**src/rtl/fwr_pkg.sv**
```systemverilog
package fwr_pkg;
  localparam int MASK_W    = 8;
  localparam int MSK_OC    = 0;
  localparam int MSK_OTSD  = 1;
  localparam int MSK_UV    = 2;
  localparam int MSK_OV    = 3;
  localparam int MSK_DC    = 4;
  localparam int MSK_ILIM  = 5;
  localparam int MSK_CLIP  = 6;
  localparam int MSK_OTW   = 7;
endpackage

```
**src/rtl/fwr_rst_sync.sv**
```systemverilog
module fwr_rst_sync (
  input  logic clk,
  input  logic rst_n,
  output logic rst_sync_n
);
  logic [1:0] sync_q;
  logic [1:0] sync_d;

  always_comb begin
    sync_d = {sync_q[0], 1'b1};
  end

  always_ff @(posedge clk or negedge rst_n) begin
    if (!rst_n) sync_q <= 2'b00;
    else        sync_q <= sync_d;
  end

  assign rst_sync_n = sync_q[1];
endmodule

```
**src/rtl/fwr_clip_run.sv**
```systemverilog
module fwr_clip_run #(
  parameter int CLIP_RUN = 20
) (
  input  logic clk,
  input  logic rst_n,
  input  logic tick,
  input  logic full,
  input  logic en,
  output logic clip
);
  localparam int CW = $clog2(CLIP_RUN + 1);
  localparam logic [CW-1:0] RUN_C = CW'(CLIP_RUN);

  logic [CW-1:0] cnt_q;
  logic [CW-1:0] cnt_d;

  always_comb begin
    cnt_d = cnt_q;
    if (!en) begin
      cnt_d = '0;
    end else if (tick) begin
      if (!full)              cnt_d = '0;
      else if (cnt_q != RUN_C) cnt_d = cnt_q + 1'b1;
    end
  end

  always_ff @(posedge clk or negedge rst_n) begin
    if (!rst_n) cnt_q <= '0;
    else        cnt_q <= cnt_d;
  end

  assign clip = (cnt_q == RUN_C);

  // a strobe without full modulation restarts the run
  a_r2_gap_restarts: assert property (@(posedge clk) disable iff (!rst_n)
    (tick && !full) |=> (cnt_q == '0));
  // one step short of the run, a further full strobe completes it
  a_r1_run_completes: assert property (@(posedge clk) disable iff (!rst_n)
    (en && tick && full && cnt_q == RUN_C - 1'b1) |=> clip);
  // disabled detection keeps the run at zero
  a_r3_disabled_idle: assert property (@(posedge clk) disable iff (!rst_n)
    !en |=> !clip);
endmodule

```
**src/rtl/fwr_sticky.sv**
```systemverilog
module fwr_sticky #(
  parameter int   W       = 1,
  parameter logic RST_VAL = 1'b0
) (
  input  logic         clk,
  input  logic         rst_n,
  input  logic [W-1:0] cond,
  input  logic         clr,
  output logic [W-1:0] q
);
  logic [W-1:0] st_q;
  logic [W-1:0] st_d;

  always_comb begin
    st_d = cond | (st_q & {W{~clr}});
  end

  always_ff @(posedge clk or negedge rst_n) begin
    if (!rst_n) st_q <= {W{RST_VAL}};
    else        st_q <= st_d;
  end

  assign q = st_q;

  // a set bit is kept while no clear is requested
  a_r4_hold_without_clear: assert property (@(posedge clk) disable iff (!rst_n)
    (!clr) |=> ((st_q & $past(st_q)) == $past(st_q)));
  // an active condition always leaves its bit set, clear or not
  a_r4_active_wins: assert property (@(posedge clk) disable iff (!rst_n)
    1'b1 |=> ((st_q & $past(cond)) == $past(cond)));
endmodule

```
**src/rtl/fault_warn_reporter.sv**
```systemverilog
module fault_warn_reporter
  import fwr_pkg::*;
#(
  parameter int NUM_CH   = 2,
  parameter int CLIP_RUN = 20
) (
  input  logic                clk,
  input  logic                rst_n,
  input  logic                pwm_tick,
  input  logic [NUM_CH-1:0]   full_mod,
  input  logic                clip_en,
  input  logic [NUM_CH-1:0]   oc_flt,
  input  logic [NUM_CH-1:0]   dc_flt,
  input  logic                otsd_flt,
  input  logic                uv_flt,
  input  logic                ov_flt,
  input  logic                otw_glob,
  input  logic [NUM_CH-1:0]   otw_ch,
  input  logic [NUM_CH-1:0]   ilim_ch,
  input  logic [MASK_W-1:0]   pin_mask,
  input  logic                clear_req,
  output logic [NUM_CH-1:0]   st_oc,
  output logic [NUM_CH-1:0]   st_dc,
  output logic                st_otsd,
  output logic                st_uv,
  output logic                st_ov,
  output logic [NUM_CH-1:0]   st_clip,
  output logic                st_otw_glob,
  output logic [NUM_CH-1:0]   st_otw_ch,
  output logic [NUM_CH-1:0]   st_ilim,
  output logic                st_por,
  output logic                fault_pull,
  output logic                warn_pull,
  output logic                fault_lvl,
  output logic                warn_lvl
);
  localparam int FW = 2 * NUM_CH + 3;
  localparam int OW = NUM_CH + 1;

  logic rst_s_n;

  fwr_rst_sync u_rst (
    .clk        (clk),
    .rst_n      (rst_n),
    .rst_sync_n (rst_s_n)
  );

  // live fault status, one register stage
  logic [FW-1:0] flt_q;
  logic [FW-1:0] flt_d;

  always_comb begin
    flt_d = {oc_flt, dc_flt, otsd_flt, uv_flt, ov_flt};
  end

  always_ff @(posedge clk or negedge rst_s_n) begin
    if (!rst_s_n) flt_q <= '0;
    else          flt_q <= flt_d;
  end

  assign {st_oc, st_dc, st_otsd, st_uv, st_ov} = flt_q;

  // clip run detectors
  logic [NUM_CH-1:0] clip_cond;

  for (genvar ch = 0; ch < NUM_CH; ch++) begin : g_clip
    fwr_clip_run #(.CLIP_RUN(CLIP_RUN)) u_run (
      .clk   (clk),
      .rst_n (rst_s_n),
      .tick  (pwm_tick),
      .full  (full_mod[ch]),
      .en    (clip_en),
      .clip  (clip_cond[ch])
    );
  end

  // sticky warnings
  logic [OW-1:0] otw_q;

  fwr_sticky #(.W(NUM_CH), .RST_VAL(1'b0)) u_clip_st (
    .clk (clk), .rst_n (rst_s_n), .cond (clip_cond), .clr (clear_req), .q (st_clip)
  );
  fwr_sticky #(.W(OW), .RST_VAL(1'b0)) u_otw_st (
    .clk (clk), .rst_n (rst_s_n), .cond ({otw_ch, otw_glob}), .clr (clear_req), .q (otw_q)
  );
  fwr_sticky #(.W(NUM_CH), .RST_VAL(1'b0)) u_ilim_st (
    .clk (clk), .rst_n (rst_s_n), .cond (ilim_ch), .clr (clear_req), .q (st_ilim)
  );
  fwr_sticky #(.W(1), .RST_VAL(1'b1)) u_por_st (
    .clk (clk), .rst_n (rst_s_n), .cond (1'b0), .clr (clear_req), .q (st_por)
  );

  assign {st_otw_ch, st_otw_glob} = otw_q;

  // pin combination
  logic fault_any;
  logic warn_any;

  always_comb begin
    fault_any = ((|st_oc) & ~pin_mask[MSK_OC])
              | (st_otsd  & ~pin_mask[MSK_OTSD])
              | (st_uv    & ~pin_mask[MSK_UV])
              | (st_ov    & ~pin_mask[MSK_OV])
              | ((|st_dc) & ~pin_mask[MSK_DC]);
    warn_any  = ((|st_clip) & ~pin_mask[MSK_CLIP])
              | ((st_otw_glob | (|st_otw_ch)) & ~pin_mask[MSK_OTW])
              | ((|st_ilim) & ~pin_mask[MSK_ILIM])
              | st_por;
  end

  assign fault_pull = fault_any;
  assign warn_pull  = warn_any;
  assign fault_lvl  = ~fault_pull;
  assign warn_lvl   = ~warn_pull;

  // no fault status means the fault pin is released
  a_r6_fault_released: assert property (@(posedge clk) disable iff (!rst_s_n)
    (st_oc == '0 && st_dc == '0 && !st_otsd && !st_uv && !st_ov) |-> !fault_pull);
  // all fault categories masked keeps the fault pin released
  a_r7_fault_all_masked: assert property (@(posedge clk) disable iff (!rst_s_n)
    (pin_mask[MSK_OC] && pin_mask[MSK_OTSD] && pin_mask[MSK_UV] &&
     pin_mask[MSK_OV] && pin_mask[MSK_DC]) |-> !fault_pull);
  // power-on status always pulls the warning pin
  a_r9_por_pulls_warn: assert property (@(posedge clk) disable iff (!rst_s_n)
    st_por |-> warn_pull);
  // current limiting never reaches the fault pin
  a_r8_ilim_not_fault: assert property (@(posedge clk) disable iff (!rst_s_n)
    (st_ilim != '0 && st_oc == '0 && st_dc == '0 && !st_otsd && !st_uv && !st_ov)
    |-> !fault_pull);
  // the pin level is the inverse of its pull enable
  a_r6_level_inverse: assert property (@(posedge clk) disable iff (!rst_s_n)
    (fault_lvl != fault_pull) && (warn_lvl != warn_pull));
endmodule

```
**config.mk**
```make
export PLATFORM = sky130hd
export DESIGN_NAME = fault_warn_reporter
export DESIGN_NICKNAME = d
export VERILOG_FILES = /design/src/rtl/fwr_pkg.sv /design/src/rtl/fwr_rst_sync.sv /design/src/rtl/fwr_clip_run.sv /design/src/rtl/fwr_sticky.sv /design/src/rtl/fault_warn_reporter.sv
export SDC_FILE = /design/constraint.sdc
export NUM_CORES = 1
export LEC_CHECK = 0
export BUFFER_PORTS_ARGS = -buffer_cell sky130_fd_sc_hd__clkbuf_2
export CAP_MARGIN = 10
export CORE_MARGIN = 3
export CORE_UTILIZATION = 43
export CTS_CLUSTER_SIZE = 30
export DETAILED_ROUTE_END_ITERATION = 12
export PLACE_DENSITY = 0.74
export SLEW_MARGIN = 20
export SYNTH_ARGS = -nofsm -noshare
export SYNTH_HDL_FRONTEND = slang
export SYNTH_HIERARCHICAL = 1
export SYNTH_SLANG_ARGS = --single-unit
export TNS_END_PERCENT = 5
```
**constraint.sdc**
```tcl
create_clock -name clk -period 1.3 [get_ports clk]
set_clock_uncertainty 0.2 [all_clocks]
set_input_delay 0.26 -clock clk [delete_from_list [all_inputs] [get_ports clk]]
set_output_delay 0.26 -clock clk [all_outputs]
set_load 0.02 [all_outputs]
```
==> run_results.csv, run 1 <==
group,metric,value,unit
outcome,status,"finished, violations left",
outcome,violated_checks,"setup timing",
grt,number_of_antenna_violations_at_the_first_check_in_global_routing,0,
clock_tree,cts_max_level,1,
place,gp_routability_congestion,0.767,
layout,nets,225,
synthesis,mappedNetlistArea,1270,sq um
die,top_level_ports,46,
detailed_routing,drt-pass1-iter-count,4,
worst_setup_path,worst_path_largest_cell_delay,430,ps
worst_setup_path,timing.critical_path.required,840,ps
layout,final_layout_size_suffix_gt1_share,44.6,%
job,cap_viol_max_count,0,
sta,setup_total_negative_slack,-4640,ps
worst_setup_path,crit_chain,"nor3_2 -> nor2_1 -> or3_4 -> clkbuf_8",
layout,syn_to_final_growth,47.9,%
layout,seq_area,677,sq um
worst_setup_path,reg2reg_slack,-70,ps
clock_tree,clock_pin_slew_reported_for_the_worst_setup_and_hold_paths_after_clock_tree_synthesis,150,ps
detailed_routing,route.met2.wl,1.54,mm
clock_tree,clock_latency,320,ps
place,pre_cts_slack,-330,ps
worst_setup_path,critical_path.max_fanout,2,
detailed_routing,wire_per_inst,13.5,microns
layout,multi_input_area,579,sq um
worst_setup_path,cpMaxStageDelayCell,"dfrtp_1",
die,num_rows,19,
grt,via_count_of_the_first_global_routing_pass,1072,
die,starting_density,45.7,%
worst_setup_path,r2r-start,"g_clip[1].u_run/cnt_q[1]",
sta,finalHoldViolations,0,
die,design.core.area,2780,sq um
sta,postLayoutSetupSlackWorst,-696,ps
grt,overflow_after_grt,0,
place,io_buffer_count,45,
layout,finalInstanceArea,1880,sq um
die,fp.dieW,60.4,microns
detailed_routing,post_route_drc,0,
detailed_routing,routed-wl-met3,196,microns
synthesis,synthDistinctLibCells,24,
sta,setup_viol,29,
place,dp_cells,204,
synthesis,synthesis.nets,151,
pwr,static_leak,1.07,nW
worst_setup_path,setup.worst_path.class,"reg2out",
synthesis,synth.largest_area_cell,"dfrtp_1",
synthesis,synthesis.area_per_instance,10.6,sq um
worst_setup_path,critPathLaunchType,"flip-flop",
detailed_routing,wl_met1,1.24,mm
worst_setup_path,worst_setup_path_startpoint,"u_otw_st/q[0]",
place,placed_area,1610,sq um
die,die_y,60.4,microns
synthesis,synth.top_cell.area_share,51.1,%
grt,grt_max_degree,26,
synthesis,netlist_instances,120,
clock_tree,cts_root_buf,"clkbuf_4",
synthesis,yosys_register_bits,27,
clock_tree,cts_inserted_buffers,3,
detailed_routing,final_antenna_net_count,0,
sta,max_freq,501,MHz
layout,final.fill_count,215,
pwr,vdd.ir_drop.worst,0.779,mV
clock_tree,max-clock-path-buffers,2,
grt,grt.total_usage,17.1,%
synthesis,yosysSeqAreaShare,53.2,%
worst_setup_path,worstRegToRegCells,6,
worst_setup_path,critical_path.endpoint_type,"output port",
layout,layout_commonest_cell,"clkbuf_2",
worst_setup_path,critical_path_arrival,1540,ps
synthesis,ys_top_cells_by_area,"dfrtp_1 51%, nand2_1 5.3%, a21o_1 4.7%",
sta,post-route-min-period,2000,ps
grt,grt_pass1_wl,4.60,mm
sta,rsz_0062_raised_after_global_routing,"true",
synthesis,yosys_warnings,6,
layout,diodes,0,
worst_setup_path,endpoint,"warn_pull",
detailed_routing,topRoutingLayerUsed,"met4",
detailed_routing,route.vias.total,1113,
clock_tree,numClockSinks,27,
detailed_routing,detail_route.wirelength,3.02,mm
sta,finalCritPeriodShare,154,%
hold_path,tightest_hold_check_type,"in2reg",
layout,layoutNonFillerInstCount,224,
detailed_routing,detail_route.iter0.violations,17,
pwr,total_power,1.57,mW
worst_setup_path,worstReg2RegEnd,"g_clip[1].u_run/cnt_q[1]",
die,die_area,3650,sq um
detailed_routing,route.detailed.vias_per_inst,4.97,
layout,layout_common_cells,"31 x clkbuf_2, 26 x dfrtp_1, 18 x nand2_1, 14 x dlygate4sd3_1, 11 x buf_4",
pwr,power_density,832,nW/um^2
place,dp.final_hpwl,2.07,mm
sta,report.final.slew_viol_count,0,
clock_tree,cts_tree,"built",
-- cells in the mapped netlist (all sizes together) --
| cell type | count |
|---|---|
| o221ai | 1 |
| nor3 | 2 |
| ha | 4 |
| nor2 | 5 |
| a21o | 10 |
| a21boi | 2 |
| o221a | 1 |
| mux2i | 4 |
| nand4b | 2 |
| o22ai | 9 |
| nand2 | 18 |
| or3 | 1 |
| o21ai | 2 |
| dfrtp | 26 |
| a21oi | 2 |
| buf | 2 |
| dfstp | 1 |
| a222oi | 1 |
| inv | 13 |
| nand3 | 8 |
| conb | 2 |
| nor2b | 4 |
-- flip-flops by register name, summed over array words and instances (netlist names) --
signal              cells
g_clip.u_run/cnt_q     10
u_por_st/q              1
flt_q                   7
u_ilim_st/q             2
u_otw_st/q              3
u_rst/sync_q            2
u_clip_st/q             2
-- what timing repair did --
item | 4_1_cts | 5_1_grt
setup buffers | 2 | 0
hold buffers | 13 | 1
endpoints found under the hold margin | 14 | 1
pin swaps | 11 | 1
gates resized for setup | 17 | 18
endpoints found under the setup margin | 31 | 30
-- area by class of cell --
cell class	instances	area share (%)
multi-input cells	78	30.8
clock inverters	1	0.266
well taps	31	2.06
repair buffers	71	26.9
flip-flops and latches	27	36.0
inverters	13	2.86
clock buffers	3	1.20
-- worst min-delay path by stage --
stage,startpoint,end,slack (ps),depth (start not counted)
finish,full_mod[1],g_clip[1].u_run/cnt_q[2],20,3
global route,full_mod[1],g_clip[1].u_run/cnt_q[2],9,3
CTS,full_mod[0],g_clip[0].u_run/cnt_q[2],7,3
detailed placement,rst_n,u_rst/sync_q[1],-150,1
global placement,rst_n,u_rst/sync_q[1],-150,1
floorplan,rst_n,u_rst/sync_q[0],-240,0
-- routing by layer --
layer  GRT usage, %  vias to the layer above
met5              0                        -
met4           5.70                        0
met3           3.19                        6
met2           31.2                       36
met1           20.0                      519
li1               -                      552
-- kinds of logic (layout without fill, tap and decap cells) --
family	count (synthesis)	after routing	share of synthesized area, %
and+or+nand+nor	40	40	16.9
AOI/OAI and AO/OA	28	28	17.4
DFF	27	27	53.2
other	2	2	0.590
adders and majority gates	4	4	3.93
muxes	4	4	3.15
buffers and inverters	15	88	4.82
-- power by group --
part | switching [mW] | internal (mW)
logic | 0.156 | 0.159
clock network | 0.240 | 0.115
registers | 0.0220 | 0.873
total | 0.418 | 1.15
-- metrics by stage --
step / hold slack [ps] / util, %
global placement: -154 / 58.0
floorplan: -236 / -
detailed placement: -152 / 58.0
global route: 8.85 / 67.7
finish: 20.3 / 67.7
CTS: 7.43 / 66.5
-- worst max-delay path, delay by kind of cell (launching register included) --
| family | cells | cell delay (ps) |
|---|---|---|
| buffers and inverters | 1 | 160 |
| AND/OR/NAND/NOR | 3 | 630 |
| flip-flops | 1 | 430 |
Note: power is estimated with default switching activity, not from simulation.
==> inputs of run 2 (changes only) <==
--- a/config.mk
+++ b/config.mk
@@ -5,10 +5,11 @@
 export SDC_FILE = /design/constraint.sdc
 export NUM_CORES = 1
 export LEC_CHECK = 0
+export ABC_AREA = 1
 export BUFFER_PORTS_ARGS = -buffer_cell sky130_fd_sc_hd__clkbuf_2
 export CAP_MARGIN = 10
 export CORE_MARGIN = 3
-export CORE_UTILIZATION = 43
+export CORE_UTILIZATION = 44
 export CTS_CLUSTER_SIZE = 30
 export DETAILED_ROUTE_END_ITERATION = 12
 export PLACE_DENSITY = 0.74
==> constraint.sdc (replaced) <==
create_clock -name clk -period 1.7 [get_ports clk]
set_clock_uncertainty 0.2 [all_clocks]
set_input_delay 0.34 -clock clk [delete_from_list [all_inputs] [get_ports clk]]
set_output_delay 0.34 -clock clk [all_outputs]
set_load 0.02 [all_outputs]
==> run_results.csv, run 2 <==
group,metric,value,unit
outcome,status,"finished, violations left",
outcome,violated_checks,"setup timing",
synthesis,yosysSeqAreaShare,51.0,%
grt,via_count_of_the_first_global_routing_pass,1072,
grt,grt_max_degree,16,
detailed_routing,post_route_drc,0,
worst_setup_path,critPathLaunchType,"flip-flop",
detailed_routing,drt-pass1-iter-count,4,
sta,finalHoldViolations,0,
sta,post-route-min-period,1780,ps
layout,largest-register,"g_clip.u_run/cnt_q",
sta,finalHoldWorstSlack,0.948,ps
place,io_buffer_count,45,
pwr,switchingPower,0.314,mW
detailed_routing,final_antenna_net_count,0,
synthesis,async_reset_ff_share,100,%
synthesis,ys_top_cells_by_area,"dfrtp_1 49%, nand2_1 16%, inv_1 9.3%",
layout,layout_commonest_cell,"nand2_1",
synthesis,yosys_register_bits,27,
worst_setup_path,critical_path.endpoint_type,"output port",
place,placed_area,1610,sq um
layout,nets,262,
hold_path,tightest_hold_check_type,"reg2async",
clock_tree,clock_pin_slew_reported_for_the_worst_setup_and_hold_paths_after_clock_tree_synthesis,140,ps
die,die_area,3710,sq um
detailed_routing,detail_route.wirelength,2.75,mm
sta,postLayoutSetupSlackWorst,-79.0,ps
sta,finalCritPeriodShare,105,%
worst_setup_path,crit_chain,"o21bai_1 -> nand2_1 -> nor2_1 -> buf_4",
synthesis,synth_commonest_cells,"55 x nand2_1, 33 x inv_1, 26 x dfrtp_1",
sta,report.final.slew_viol_count,0,
die,fp.dieW,60.9,microns
place,gp_routability_congestion,0.812,
sta,setup_viol,4,
worst_setup_path,critical_path_arrival,1240,ps
clock_tree,numClockSinks,27,
worst_setup_path,setup.worst_path.class,"reg2out",
layout,syn_to_final_growth,35.2,%
layout,multi_input_area,512,sq um
sta,max_freq,562,MHz
pwr,share_seq_of_total_power,59.3,%
layout,layout_common_cells,"55 x nand2_1, 42 x clkbuf_2, 33 x inv_1, 26 x dfrtp_1, 14 x dlygate4sd3_1",
worst_setup_path,critical_path.max_fanout,2,
pwr,switching_share,26.9,%
sta,rsz_0062_raised_after_global_routing,"true",
worst_setup_path,worstRegToRegCells,9,
layout,diodes,0,
die,top_level_ports,46,
layout,largest_reg_flops,10,
worst_setup_path,cpMaxStageDelayCell,"dfrtp_1",
die,die_y,60.9,microns
layout,layoutNonFillerInstCount,261,
grt,number_of_antenna_violations_at_the_first_check_in_global_routing,0,
place,dp.final_hpwl,2.05,mm
pwr,clockPowerShare,22.9,%
detailed_routing,route.detailed.vias_per_inst,4.54,
clock_tree,cts_root_buf,"clkbuf_4",
synthesis,yosysMostFrequentCell,"nand2_1",
pwr,total_power,1.17,mW
pwr,vdd.ir_drop.worst,0.324,mV
clock_tree,cts_tree,"built",
clock_tree,max-clock-path-buffers,2,
layout,final.fill_count,240,
synthesis,synth_ff_type,"dfrtp_1",
synthesis,synthesis.nets,194,
place,dp_cells,241,
layout,finalInstanceArea,1790,sq um
pwr,cellInternalPower,0.852,mW
layout,final_layout_size_suffix_gt1_share,30.0,%
synthesis,synthesis.area_per_instance,8.14,sq um
pwr,static_leak,1.09,nW
layout,seq_area,677,sq um
detailed_routing,route.vias.total,1184,
pwr,power_density,650,nW/um^2
clock_tree,cts_max_level,1,
clock_tree,clock_latency,310,ps
pwr,power.combinational.fraction,17.9,%
die,starting_density,47.3,%
grt,grt.total_usage,15.5,%
die,design.core.area,2810,sq um
grt,grt_pass1_wl,4.39,mm
worst_setup_path,timing.critical_path.required,1160,ps
layout,finalCoreUtilization,64.0,%
synthesis,mappedNetlistArea,1330,sq um
worst_setup_path,worst_path_largest_cell_delay,410,ps
grt,overflow_after_grt,0,
die,num_rows,19,
clock_tree,cts_inserted_buffers,3,
worst_setup_path,worstReg2RegEnd,"g_clip[1].u_run/cnt_q[3]",
sta,setup_total_negative_slack,-218,ps
synthesis,synth.largest_area_cell,"dfrtp_1",
synthesis,synth.top_cell.area_share,49.0,%
synthesis,yosys_warnings,6,
synthesis,synthDistinctLibCells,17,
job,cap_viol_max_count,0,
synthesis,synth_enable_flop_cells,0,
worst_setup_path,r2r-start,"g_clip[1].u_run/cnt_q[0]",
worst_setup_path,reg2reg_slack,280,ps
place,pre_cts_slack,251,ps
detailed_routing,detail_route.iter0.violations,31,
synthesis,netlist_instances,163,
detailed_routing,wire_per_inst,10.6,microns
-- run 2: what timing repair did --
item | 4_1_cts | 5_1_grt
hold buffers | 14 | 0
setup buffers | 2 | 0
hold endpoints to repair | 18 | 0
gates resized for setup | 1 | 4
cloned | 0 | 0
pin swaps | 0 | 4
setup endpoints to repair | 4 | 4
-- run 2: worst max-delay path by stage --
stage / from / to / slack (ps)
CTS: u_otw_st/q[1] / warn_lvl / -100
global placement: u_otw_st/q[1] / warn_lvl / 270
finish: flt_q[3] / fault_lvl / -80
global route: flt_q[3] / fault_lvl / -200
floorplan: u_otw_st/q[1] / warn_lvl / 150
detailed placement: u_otw_st/q[1] / warn_lvl / 250
-- run 2: power by group through the flow --
| stage | registers, mW | clock network (mW) | logic (mW) |
|---|---|---|---|
| global route | 0.696 | 0.307 | 0.233 |
| floorplan | 0.731 | 0 | 0.0707 |
| global placement | 0.704 | 0 | 0.171 |
| finish | 0.691 | 0.267 | 0.208 |
| detailed placement | 0.706 | 0 | 0.175 |
| CTS | 0.691 | 0.281 | 0.209 |
-- run 2: logic make-up (layout without fill, tap and decap cells) --
kind of cell | Yosys count | in the layout | synth area share [%]
AO/OA/AOI/OAI | 4 | 4 | 2.07
XOR/XNOR | 6 | 6 | 3.96
adder cells (fa/ha/maj) | 4 | 4 | 3.77
buffers and inverters | 37 | 104 | 10.5
flip-flops | 27 | 27 | 51.0
other | 2 | 2 | 0.566
AND/OR/NAND/NOR | 83 | 83 | 28.2
-- run 2: area by class of cell --
cell class	instances	share of cell area (%)
clock buffer	3	1.26
tap	31	2.16
inverter	37	7.74
multi-input combinational	99	28.5
clock inverter	1	0.279
timing repair buffer	63	22.3
sequential	27	37.7
-- run 2: worst max-delay path, delay by kind of cell, from the launching register on --
family | cells | cell delay (ps)
compound gates | 1 | 180
buf+inv | 1 | 150
flops | 1 | 410
simple gates | 2 | 190
-- run 2: layer usage --
layer	GRT usage [%]	share of wire [%]
met4	3.72	0.36
met5	0	0
met1	19.0	46
met3	2.77	5.4
met2	28.2	48
